===== config.mk =====
export PLATFORM = sky130hd
export DESIGN_NAME = i2c_regspace_slave
export DESIGN_NICKNAME = d
export VERILOG_FILES = /design/src/rtl/i2c_rs_pkg.sv /design/src/rtl/i2c_rs_linesync.sv /design/src/rtl/i2c_rs_pointer.sv /design/src/rtl/i2c_rs_fsm.sv /design/src/rtl/i2c_regspace_slave.sv
export SDC_FILE = /design/constraint.sdc
export NUM_CORES = 1
export LEC_CHECK = 0
export ABC_AREA = 1
export BUFFER_PORTS_ARGS = -buffer_cell sky130_fd_sc_hd__buf_2
export CORE_ASPECT_RATIO = 1.1
export CORE_UTILIZATION = 55
export DETAILED_ROUTE_END_ITERATION = 7
export PLACE_DENSITY = 0.76
export SKIP_LAST_GASP = 1
export SLEW_MARGIN = 0
export SYNTH_ARGS = -nofsm -noshare
export SYNTH_HDL_FRONTEND = slang
export SYNTH_SLANG_ARGS = --single-unit

===== constraint.sdc =====
create_clock -name clk -period 4 [get_ports clk]
set_input_delay 0.4 -clock clk [delete_from_list [all_inputs] [get_ports clk]]
set_output_delay 0.4 -clock clk [all_outputs]
set_load 0.02 [all_outputs]

===== src/rtl/i2c_rs_pkg.sv =====
package i2c_rs_pkg;

    localparam int BYTE_W = 8;

    typedef enum logic [3:0] {
        ST_IDLE,
        ST_DEV,
        ST_DEV_ACK,
        ST_WADDR,
        ST_WADDR_ACK,
        ST_WDATA,
        ST_WDATA_ACK,
        ST_RDATA,
        ST_RACK,
        ST_IGNORE
    } rs_state_e;

    typedef struct packed {
        rs_state_e           state;
        logic [3:0]          bitcnt;
        logic [BYTE_W-1:0]   shreg;
        logic                rw;
        logic                drive_low;
        logic                wr_en;
        logic                racked;
    } fsm_regs_t;

endpackage


===== src/rtl/i2c_rs_linesync.sv =====
module i2c_rs_linesync #(
    parameter int STAGES = 2
) (
    input  logic clk,
    input  logic rst_n,
    input  logic scl_raw,
    input  logic sda_raw,
    output logic scl_s,
    output logic sda_s,
    output logic scl_rise,
    output logic scl_fall,
    output logic start_ev,
    output logic stop_ev
);

    typedef struct packed {
        logic [STAGES-1:0] scl_pipe;
        logic [STAGES-1:0] sda_pipe;
        logic              scl_prev;
        logic              sda_prev;
    } sync_regs_t;

    sync_regs_t regs_d, regs_q;

    always_comb begin
        regs_d = regs_q;
        regs_d.scl_pipe[0] = scl_raw;
        regs_d.sda_pipe[0] = sda_raw;
        for (int i = 1; i < STAGES; i++) begin
            regs_d.scl_pipe[i] = regs_q.scl_pipe[i-1];
            regs_d.sda_pipe[i] = regs_q.sda_pipe[i-1];
        end
        regs_d.scl_prev = regs_q.scl_pipe[STAGES-1];
        regs_d.sda_prev = regs_q.sda_pipe[STAGES-1];
    end

    always_ff @(posedge clk or negedge rst_n) begin
        if (!rst_n) begin
            regs_q <= '1;
        end else begin
            regs_q <= regs_d;
        end
    end

    assign scl_s    = regs_q.scl_pipe[STAGES-1];
    assign sda_s    = regs_q.sda_pipe[STAGES-1];
    assign scl_rise = scl_s & ~regs_q.scl_prev;
    assign scl_fall = ~scl_s & regs_q.scl_prev;
    assign start_ev = scl_s & regs_q.scl_prev & ~sda_s & regs_q.sda_prev;
    assign stop_ev  = scl_s & regs_q.scl_prev & sda_s & ~regs_q.sda_prev;

endmodule


===== src/rtl/i2c_rs_pointer.sv =====
module i2c_rs_pointer #(
    parameter int ADDR_W     = 6,
    parameter int HOLD_LIMIT = 8
) (
    input  logic              clk,
    input  logic              rst_n,
    input  logic              load,
    input  logic [ADDR_W-1:0] load_val,
    input  logic              inc,
    input  logic              xfer_begin,
    input  logic              xfer_end,
    output logic [ADDR_W-1:0] ptr_o,
    output logic              hold_o
);

    localparam logic [ADDR_W:0]   LIMIT_W = (ADDR_W+1)'(HOLD_LIMIT);
    localparam logic [ADDR_W-1:0] PTR_MAX = '1;

    typedef struct packed {
        logic [ADDR_W-1:0] ptr;
        logic              busy;
    } ptr_regs_t;

    ptr_regs_t regs_d, regs_q;

    always_comb begin
        regs_d = regs_q;
        if (load) begin
            regs_d.ptr = load_val;
        end else if (inc) begin
            regs_d.ptr = regs_q.ptr + 1'b1;
        end
        if (xfer_end) begin
            regs_d.busy = 1'b0;
        end else if (xfer_begin) begin
            regs_d.busy = 1'b1;
        end
    end

    always_ff @(posedge clk or negedge rst_n) begin
        if (!rst_n) begin
            regs_q <= '0;
        end else begin
            regs_q <= regs_d;
        end
    end

    assign ptr_o  = regs_q.ptr;
    assign hold_o = regs_q.busy && ({1'b0, regs_q.ptr} < LIMIT_W);

    // stepping past the top address lands on zero
    a_r9_ptr_wrap: assert property (@(posedge clk) disable iff (!rst_n)
        ($past(inc) && !$past(load) && ($past(regs_q.ptr) == PTR_MAX)) |-> (regs_q.ptr == '0));

    // outside a load the pointer only ever moves by one
    a_r6_ptr_single_step: assert property (@(posedge clk) disable iff (!rst_n)
        ((regs_q.ptr != $past(regs_q.ptr)) && !$past(load))
            |-> (regs_q.ptr == ADDR_W'($past(regs_q.ptr) + 1'b1)));

    // a finished access never leaves the freeze request up
    a_r10_hold_drops_at_end: assert property (@(posedge clk) disable iff (!rst_n)
        $past(xfer_end) |-> !hold_o);

endmodule


===== src/rtl/i2c_rs_fsm.sv =====
module i2c_rs_fsm
    import i2c_rs_pkg::*;
#(
    parameter logic [6:0] DEV_ADDR = 7'h68,
    parameter int         ADDR_W   = 6
) (
    input  logic              clk,
    input  logic              rst_n,
    input  logic              scl_s,
    input  logic              sda_s,
    input  logic              scl_rise,
    input  logic              scl_fall,
    input  logic              start_ev,
    input  logic              stop_ev,
    input  logic [BYTE_W-1:0] rdata,
    output logic              drive_low,
    output logic              wr_en,
    output logic [BYTE_W-1:0] wr_data,
    output logic              ptr_load,
    output logic [ADDR_W-1:0] ptr_load_val,
    output logic              ptr_inc,
    output logic              xfer_begin,
    output logic              xfer_end
);

    localparam logic [3:0] LAST_BIT = 4'(BYTE_W);

    fsm_regs_t regs_d, regs_q;

    always_comb begin
        regs_d       = regs_q;
        regs_d.wr_en = 1'b0;
        ptr_load     = 1'b0;
        ptr_load_val = ADDR_W'(regs_q.shreg);
        ptr_inc      = 1'b0;
        xfer_begin   = 1'b0;
        xfer_end     = 1'b0;

        if (stop_ev) begin
            regs_d.state     = ST_IDLE;
            regs_d.drive_low = 1'b0;
            xfer_end         = 1'b1;
        end else if (start_ev) begin
            regs_d.state     = ST_DEV;
            regs_d.bitcnt    = '0;
            regs_d.drive_low = 1'b0;
        end else begin
            unique case (regs_q.state)
                ST_DEV, ST_WADDR, ST_WDATA: begin
                    if (scl_rise && regs_q.bitcnt < LAST_BIT) begin
                        regs_d.shreg  = {regs_q.shreg[BYTE_W-2:0], sda_s};
                        regs_d.bitcnt = regs_q.bitcnt + 1'b1;
                    end
                    if (scl_fall && regs_q.bitcnt == LAST_BIT) begin
                        if (regs_q.state == ST_DEV) begin
                            if (regs_q.shreg[BYTE_W-1:1] == DEV_ADDR) begin
                                regs_d.rw        = regs_q.shreg[0];
                                regs_d.drive_low = 1'b1;
                                regs_d.state     = ST_DEV_ACK;
                                xfer_begin       = 1'b1;
                            end else begin
                                regs_d.state = ST_IGNORE;
                                xfer_end     = 1'b1;
                            end
                        end else if (regs_q.state == ST_WADDR) begin
                            ptr_load         = 1'b1;
                            regs_d.drive_low = 1'b1;
                            regs_d.state     = ST_WADDR_ACK;
                        end else begin
                            regs_d.wr_en     = 1'b1;
                            regs_d.drive_low = 1'b1;
                            regs_d.state     = ST_WDATA_ACK;
                        end
                    end
                end
                ST_DEV_ACK: begin
                    if (scl_fall) begin
                        regs_d.bitcnt = '0;
                        if (regs_q.rw) begin
                            regs_d.shreg     = rdata;
                            regs_d.drive_low = ~rdata[BYTE_W-1];
                            regs_d.state     = ST_RDATA;
                        end else begin
                            regs_d.drive_low = 1'b0;
                            regs_d.state     = ST_WADDR;
                        end
                    end
                end
                ST_WADDR_ACK, ST_WDATA_ACK: begin
                    if (scl_fall) begin
                        regs_d.drive_low = 1'b0;
                        regs_d.bitcnt    = '0;
                        regs_d.state     = ST_WDATA;
                        ptr_inc          = (regs_q.state == ST_WDATA_ACK);
                    end
                end
                ST_RDATA: begin
                    if (scl_rise) begin
                        regs_d.bitcnt = regs_q.bitcnt + 1'b1;
                    end
                    if (scl_fall) begin
                        if (regs_q.bitcnt == LAST_BIT) begin
                            regs_d.drive_low = 1'b0;
                            regs_d.state     = ST_RACK;
                        end else begin
                            regs_d.shreg     = {regs_q.shreg[BYTE_W-2:0], 1'b0};
                            regs_d.drive_low = ~regs_q.shreg[BYTE_W-2];
                        end
                    end
                end
                ST_RACK: begin
                    if (scl_rise) begin
                        regs_d.racked = ~sda_s;
                        ptr_inc       = ~sda_s;
                    end
                    if (scl_fall) begin
                        if (regs_q.racked) begin
                            regs_d.shreg     = rdata;
                            regs_d.drive_low = ~rdata[BYTE_W-1];
                            regs_d.bitcnt    = '0;
                            regs_d.state     = ST_RDATA;
                        end else begin
                            regs_d.state = ST_IGNORE;
                        end
                    end
                end
                default: ;
            endcase
        end
    end

    always_ff @(posedge clk or negedge rst_n) begin
        if (!rst_n) begin
            regs_q       <= '0;
            regs_q.state <= ST_IDLE;
        end else begin
            regs_q <= regs_d;
        end
    end

    assign drive_low = regs_q.drive_low;
    assign wr_en     = regs_q.wr_en;
    assign wr_data   = regs_q.shreg;

    // drive changes only follow a low clock line, or a bus condition
    a_r12_sda_moves_scl_low: assert property (@(posedge clk) disable iff (!rst_n)
        (regs_q.drive_low != $past(regs_q.drive_low))
            |-> (!$past(scl_s) || $past(start_ev) || $past(stop_ev)));

    // a slave that has stepped aside keeps the line released
    a_r3_ignore_released: assert property (@(posedge clk) disable iff (!rst_n)
        (regs_q.state == ST_IGNORE) |-> !regs_q.drive_low);

    // the store strobe lasts one cycle
    a_r5_single_strobe: assert property (@(posedge clk) disable iff (!rst_n)
        regs_q.wr_en |=> !regs_q.wr_en);

    // a stored byte is always being acknowledged at that moment
    a_r5_store_with_ack: assert property (@(posedge clk) disable iff (!rst_n)
        regs_q.wr_en |-> regs_q.drive_low);

endmodule


===== src/rtl/i2c_regspace_slave.sv =====
module i2c_regspace_slave
    import i2c_rs_pkg::*;
#(
    parameter logic [6:0] DEV_ADDR    = 7'h68,
    parameter int         ADDR_W      = 6,
    parameter int         HOLD_LIMIT  = 8,
    parameter int         SYNC_STAGES = 2
) (
    input  logic              clk,
    input  logic              rst_n,
    input  logic              scl_i,
    input  logic              sda_i,
    output logic              sda_pull_o,
    output logic [ADDR_W-1:0] reg_addr_o,
    output logic              reg_wr_o,
    output logic [7:0]        reg_wdata_o,
    input  logic [7:0]        reg_rdata_i,
    output logic              clk_hold_o
);

    logic              scl_s, sda_s, scl_rise, scl_fall, start_ev, stop_ev;
    logic              ptr_load, ptr_inc, xfer_begin, xfer_end;
    logic [ADDR_W-1:0] ptr_load_val;

    i2c_rs_linesync #(
        .STAGES (SYNC_STAGES)
    ) sync_i (
        .clk      (clk),
        .rst_n    (rst_n),
        .scl_raw  (scl_i),
        .sda_raw  (sda_i),
        .scl_s    (scl_s),
        .sda_s    (sda_s),
        .scl_rise (scl_rise),
        .scl_fall (scl_fall),
        .start_ev (start_ev),
        .stop_ev  (stop_ev)
    );

    i2c_rs_fsm #(
        .DEV_ADDR (DEV_ADDR),
        .ADDR_W   (ADDR_W)
    ) fsm_i (
        .clk          (clk),
        .rst_n        (rst_n),
        .scl_s        (scl_s),
        .sda_s        (sda_s),
        .scl_rise     (scl_rise),
        .scl_fall     (scl_fall),
        .start_ev     (start_ev),
        .stop_ev      (stop_ev),
        .rdata        (reg_rdata_i),
        .drive_low    (sda_pull_o),
        .wr_en        (reg_wr_o),
        .wr_data      (reg_wdata_o),
        .ptr_load     (ptr_load),
        .ptr_load_val (ptr_load_val),
        .ptr_inc      (ptr_inc),
        .xfer_begin   (xfer_begin),
        .xfer_end     (xfer_end)
    );

    i2c_rs_pointer #(
        .ADDR_W     (ADDR_W),
        .HOLD_LIMIT (HOLD_LIMIT)
    ) ptr_i (
        .clk        (clk),
        .rst_n      (rst_n),
        .load       (ptr_load),
        .load_val   (ptr_load_val),
        .inc        (ptr_inc),
        .xfer_begin (xfer_begin),
        .xfer_end   (xfer_end),
        .ptr_o      (reg_addr_o),
        .hold_o     (clk_hold_o)
    );

endmodule


==> metrics.md, run 1 <==
| Metric | Value |
|---|---|
| TritonCTS Buffers | 5 |
| Postcts setup bufs | 0 |
| Worst slew margin | 50.36% |
| Core Area | 0.004054 mm2 |
| Yosys warnings | 0 |
| Post-layout min period | 1780 ps |
| Clock-pin transition on the worst setup and hold timing paths | 80 ps |
| CP startpoint | fsm_i.regs_q[12] |
| Mapped Area | 0.002374 mm2 |
| Post-synth EDFFs | 0 |
| Startpoint types | flip-flop |
| Iter 0 DRT Violations | 156 |
| Top Ports | 29 |
| WL per Instance | 13.49 um |
| Largest net degree at the start of global routing | 34 |
| Crit-path cells | inv_1, ha_1, nand3_1, nor2_1, nand2_1, inv_1, nor2_2, nand2_1, o211ai_1 |
| Routed vias | 2122 |
| Worst Hold Class | input pin to asynchronous set/reset pin |
| Hold Fails Final Rpt | 0 |
| RSZ-0062 raised after global routing | false |
| Clk_lat worst skew | 300 ps |
| Routed WL | 5303 um |
| Initial antenna violation count | 0 |
| Mux contribution to synthesized area | 0% |
| Syn avg cell area | 7.348 um2 |
| Most frequent cells in the layout | nand2_1, nor2_1, buf_2, dfrtp_1, inv_1 |
| Final setup vio count | 0 |
| Fraction of layout cells with a size suffix above 1 | 25.81% |
| Row count | 24 |
| Util after Layout | 63.06% |
| Post-CTS Hold Buffers | 0 |
| Peak supply drop | 0.0003980 V |
| Placer Congestion | 0.9924 |
| Fin. max-slew vios | 0 |
| Register bit total from synthesis | 33 |
| DRC viols | 0 |
| Number of global-route vias before repair | 2014 |
| Post-DP HPWL | 3969 um |
| Most common cell after layout, fill and taps aside | nand2_1 |
| Initial Util | 58.55% |
| Number of library cell types mapped by synthesis | 35 |
| Dpl cells | 385 |
| CTS root buffer | clkbuf_8 |
| Compound-gate portion of the synthesized area | 10.49% |
| Adder-Cell Fraction of Synth Area | 1.581% |
| GRT overflow | 0 |
| Synthesized instance count | 323 |
| Leakage | 0.001323 uW |
| Max-Cap Viols | 0 |
| Largest fanout on the critical path | 5 |
| Ant diodes | 0 |
| Net Count, Synth | 338 |
| H-tree lvl count | 2 |
| Worst clock skew | 10.59 ps |
| Gr usage total | 24.71% |
| Vias per cell | 5.399 |
| Post-synth top flop | dfrtp_1 |
| Routed Antenna Nets | 0 |
| CP Class | flip-flop to flip-flop |
| Post-synthesis sequential area ratio | 35.11% |
| Post-synth ARST share | 100.0% |
| Worst slew pin tran | 744.5 ps |
| IO Port Bufs | 28 |
| Critical path data arrival time | 1960 ps |
| Die width | 64.64 um |
| Nets | 355 |
| Tcrit/Tclk final | 44.49% |
| Data required, critical path | 4180 ps |
| Max Buffers Root-to-Sink | 2 |
| Xor/xnor share of the synthesized area | 2.583% |
| Setup Total Neg Slack | 0 ps |
| Max stage delay on crit path | 410 ps |
| CTS tree | yes |
| CP max stage cell | dfrtp_1 |
| Layout Cells excl Fill | 393 |
| Die area | 0.004583 mm2 |
| Post-Synth Simple-Gate Area | 39.27% |
| First-pass GRT wire length | 8735 um |
| CTS resizes | 0 |
| Power Density | 766.9 mW/mm2 |
| Status | finished, final reports clean |
| Fmax | 0.5619 GHz |
| Clk sink count | 33 |
| R2r startpoint | fsm_i.regs_q[12] |
| # fillers | 385 |
| Worst setup EP type | flip-flop |
| Worst R2R Setup Slack | 2220 ps |
| Main combinational cell family by area after synthesis | simple AND/OR/NAND/NOR gates |
| Area Overhead vs Synth | 7.696% |
| Chip Height | 70.90 um |
| DRT Pass-1 Iters | 4 |
-- metrics by stage --
step / total power [uW] / setup slack, ps / hold WS [ps] / instance area [um2]
after floorplan: 1479 / 2449 / 104.4 / 2374
after global placement: 1618 / 2316 / 347.2 / 2441
after detailed placement: 1630 / 2263 / 349.0 / 2441
after CTS: 1960 / 2254 / 188.5 / 2556
after global routing: 2118 / 2025 / 194.3 / 2556
final: 1960 / 2220 / 157.4 / 2556
-- cell families after synthesis --
kind of cell    Yosys count
simple gates            188
buf+inv                  50
compound gates           42
flops                    33
xor+xnor                  7
fa+ha+maj                 3
-- sequential cells by signal (all words and copies together) (netlist names), 2 cells and up --
signal / cells
fsm_i.regs_q: 10
sync_i.regs_q: 2
sync_i.regs_d: 2
fsm_i.wr_data: 8
ptr_i.ptr_o: 6
-- worst paths after layout --
| check | endpoint | cells after the start |
|---|---|---|
| max reg2reg | ptr_i.ptr_o[5] | 9 |
| min in group clk | sync_i.regs_d[5] | 1 |
| max in group asynchronous | fsm_i.wr_data[5] | 1 |
| max | ptr_i.ptr_o[5] | 9 |
| min reg2reg | sync_i.scl_s | 0 |
| min | ptr_i.ptr_o[2] | 1 |
-- layer usage --
layer  track usage [%]  share of wire [%]  up-vias
met5                 0                  0        -
met4             14.32                3.6        0
met3             3.226                4.9       17
met2             43.39                 49       68
met1             28.54                 43      976
li1                  -                  -     1061
-- critical path: cells and delay by family, from the launching register on --
kind	cells	cell delay (ps)
AND/OR/NAND/NOR	5	770
flip-flops	1	410
buffers and inverters	2	290
adder cells (fa/ha/maj)	1	140
AO/OA/AOI/OAI	1	80
-- power breakdown --
group | internal (uW) | switching, uW | total [uW]
logic | 358 | 723 | 1080
registers | 435 | 119 | 553
clock network | 186 | 139 | 326
total | 980 | 981 | 1960
-- cell type report --
cell class,count,area (um2),share of cell area [%]
multi-input combinational,240,1280,50.07
sequential,33,833.3,32.60
timing repair buffer,28,140.1,5.482
inverter,32,122.6,4.797
clock buffer,5,68.82,2.692
tap,52,65.06,2.545
clock inverter,3,46.29,1.811
-- synth_stat cells, drive strengths merged (4+ instances only) --
| library cell | n | area share (%) |
|---|---|---|
| nor2 | 45 | 11 |
| dfstp | 6 | 6.6 |
| nand3 | 24 | 6.0 |
| nand4 | 5 | 1.3 |
| inv | 32 | 5.2 |
| dfrtp | 27 | 28 |
| a22oi | 4 | 1.3 |
| xnor2 | 4 | 1.5 |
| o21ai | 31 | 7.2 |
| nand2 | 109 | 19 |
| buf | 18 | 5.8 |
Power figures use the tool's default switching activity.
==> run 2: changes to the inputs <==
--- a/config.mk
+++ b/config.mk
@@ -8,9 +8,9 @@
 export ABC_AREA = 1
 export BUFFER_PORTS_ARGS = -buffer_cell sky130_fd_sc_hd__buf_2
 export CORE_ASPECT_RATIO = 1.1
-export CORE_UTILIZATION = 55
+export CORE_UTILIZATION = 53
 export DETAILED_ROUTE_END_ITERATION = 7
-export PLACE_DENSITY = 0.76
+export PLACE_DENSITY = 0.77
 export SKIP_LAST_GASP = 1
 export SLEW_MARGIN = 0
 export SYNTH_ARGS = -nofsm -noshare
==> constraint.sdc (replaced) <==
create_clock -name clk -period 1.6 [get_ports clk]
set_input_delay 0.16 -clock clk [delete_from_list [all_inputs] [get_ports clk]]
set_output_delay 0.16 -clock clk [all_outputs]
set_load 0.02 [all_outputs]
==> metrics.md, run 2 (synthesis gave the netlist of run 1 again) <==
| Metric | Value |
|---|---|
| Clock-pin transition on the worst setup and hold timing paths | 70 ps (about the same) |
| Top Ports | 29 (unchanged) |
| # fillers | 331 (-14%) |
| TritonCTS Buffers | 5 (unchanged) |
| H-tree lvl count | 2 (unchanged) |
| Area of the multi-input gates | 0.001468 mm2 (+15%) |
| Worst slew pin tran | 407.2 ps (-337.4 ps) |
| Nets | 397 (+12%) |
| IO Port Bufs | 28 (unchanged) |
| Switching share of power | 49.11% (-0.92 points) |
| Routed wl met3 | 287 um (+9.5%) |
| Flop pwr share | 23.6% (-4.6 points) |
| Chip Height | 72.19 um (+1.8%) |
| Final setup vio count | 7 (+7) |
| Routed WL | 6377 um (+20%) |
| Most common cell after layout, fill and taps aside | nand2_1 |
| Max-Cap Viols | 0 (unchanged) |
| DRT Pass-1 Iters | 4 (unchanged) |
| Clk sink count | 33 (unchanged) |
| Iter 0 DRT Violations | 161 (+3.2%) |
| Placer Congestion | 0.9609 (-3.2%) |
| Register area | 838.3 um2 (+0.60%) |
| Worst setup EP type | flip-flop |
| Power Density | 1873 mW/mm2 (+140%) |
| Largest register by flop count | fsm_i.regs_q |
| Post-layout min period | 1687 ps (-92.38 ps) |
| Routed Antenna Nets | 0 (unchanged) |
| DRC viols | 0 (unchanged) |
| Area Overhead vs Synth | 30.68% |
| Die width | 65.81 um (+1.8%) |
| WL per Instance | 14.59 um (+8.1%) |
| Combinational group share of total power | 61.7% (+6.5 points) |
| Most frequent cells in the layout | nand2_1, buf_4, buf_2, nor2_1, dfrtp_1 |
| Startpoint types | flip-flop |
| Worst slew margin | 72.86% (+22 points) |
| Fmax | 0.5927 GHz (+5.5%) |
| Vias per cell | 5.263 (-2.5%) |
| CTS root buffer | clkbuf_8 |
| CTS tree | yes |
| Critical path data arrival time | 1920 ps (-40 ps) |
| Fraction of layout cells with a size suffix above 1 | 40.99% (+15 points) |
| Internal power component | 2956 uW (+200%) |
| Core Area | 0.004285 mm2 (+5.7%) |
| Number of global-route vias before repair | 2061 (+2.3%) |
| Clock power share | 14.7% (-1.9 points) |
| Pre-CTS setup slack | -62.13 ps (-2325 ps) |
| RSZ-0062 raised after global routing | true |
| Worst Hold Class | input pin to flip-flop |
| Die area | 0.004750 mm2 (+3.7%) |
| Failing checks | setup timing |
| Worst clock skew | 6.545 ps (-4.042 ps) |
| Sw Pwr | 2853 uW (+190%) |
| Largest net degree at the start of global routing | 18 (-47%) |
| Setup Total Neg Slack | -308.5 ps (-308.5 ps) |
| Hold Fails Final Rpt | 0 (unchanged) |
| Tcrit/Tclk final | 105.4% (+61 points) |
| Max Buffers Root-to-Sink | 2 (unchanged) |
| Fin. max-slew vios | 0 (unchanged) |
| Top Layer Used | met4 |
| Largest fanout on the critical path | 5 (unchanged) |
| Largest register FFs | 10 (unchanged) |
| Clk_lat worst skew | 290 ps (about the same) |
| WL met1 | 2671 um (+18%) |
| Dpl cell area | 0.002659 mm2 (+8.9%) |
| Row count | 25 (+4.2%) |
| Layout Cells excl Fill | 437 (+11%) |
| Routed vias | 2300 (+8.4%) |
| Final worst slack | -87.17 ps (-2308 ps) |
| CP Class | flip-flop to flip-flop |
| Util after Layout | 72.38% (+9.3 points) |
| Final instance area | 0.003102 mm2 (+21%) |
| Peak supply drop | 0.0009151 V (+130%) |
| Gr usage total | 26.80% (+2.1 points) |
| Leakage | 0.001588 uW (+20%) |
| Initial Util | 55.39% (-3.2 points) |
| Data required, critical path | 1830 ps (-2350 ps) |
| Dpl cells | 414 (+7.5%) |
| Ant diodes | 0 (unchanged) |
| Post-DP HPWL | 4411 um (+11%) |
| First-pass GRT wire length | 9563 um (+9.5%) |
| Initial antenna violation count | 0 (unchanged) |
| Met2 routed wirelength | 3265 um (+26%) |
| Status | finished with violations |
| GRT overflow | 0 (unchanged) |
[run 2: changes by cell type in the layout (fill, tap and decap cells not counted), sizes merged]
| cell | previous run | this run |
|---|---|---|
| buf | 28 | 66 |
| clkbuf | 5 | 6 |
| clkinv | 1 | 0 |
| nor2 | 45 | 46 |
| dlygate4sd3 | 0 | 3 |
[run 2: critical path, cell delays in order (launching register included)]
cell,delay (ps)
dfstp_2,590
nand2_4,90
buf_6,140
o211ai_1,230
nand3_2,160
nor3_4,250
nand2_1,80
nand2_1,70
[run 2: path summary, 6_finish.rpt]
kind	endpoint	startpoint	slack, ps	depth (start not counted)
max	fsm_i.regs_q[15]	sync_i.regs_q[1]	-90	7
min	fsm_i.wr_data[6]	reg_rdata_i[6]	190	5
max reg2reg	fsm_i.regs_q[15]	sync_i.regs_q[1]	-90	7
min reg2reg	sync_i.scl_s	sync_i.regs_d[5]	360	0
max in group asynchronous	fsm_i.regs_q[18]	rst_n	840	3
min in group asynchronous	ptr_i.ptr_o[2]	rst_n	320	2
[run 2: what timing repair did]
item	CTS	global route
buffers inserted	2	9
pin swaps	2	21
hold endpoints to repair	12	0
resized for setup	8	43
hold buffers	3	0
setup endpoints to repair	8	25
cloned	0	1
[run 2: per-stage QoR]
stage | hold slack [ps] | total power [uW]
3_3_place_gp | 112.6 | 4280
4_1_cts | 185.9 | 5296
2_1_floorplan | -135.6 | 3698
3_5_place_dp | 112.4 | 4338
6_report | 192.8 | 5809
5_1_grt | 193.1 | 6226
[run 2: per-layer routing]
| metal | global-route usage [%] | up-vias |
|---|---|---|
| li1 | - | 1146 |
| met1 | 34.23 | 1061 |
| met2 | 44.56 | 76 |
| met3 | 4.717 | 17 |
| met4 | 10.63 | 0 |
| met5 | 0 | - |
[run 2: power groups by stage]
stage / clock network, uW / registers [uW] / logic [uW]
6_report: 852 / 1370 / 3580
5_1_grt: 884 / 1410 / 3930
4_1_cts: 850 / 1340 / 3110
3_5_place_dp: 0 / 1360 / 2980
3_3_place_gp: 0 / 1350 / 2930
2_1_floorplan: 0 / 1290 / 2410
[run 2: area by class of cell]
type / count / share of cell area, %
clock buffer: 6 / 2.662
clock inverter: 2 / 1.210
inverter: 32 / 4.276
multi-input combinational: 241 / 47.32
sequential: 33 / 27.03
tap: 54 / 2.178
timing repair buffer: 69 / 15.33
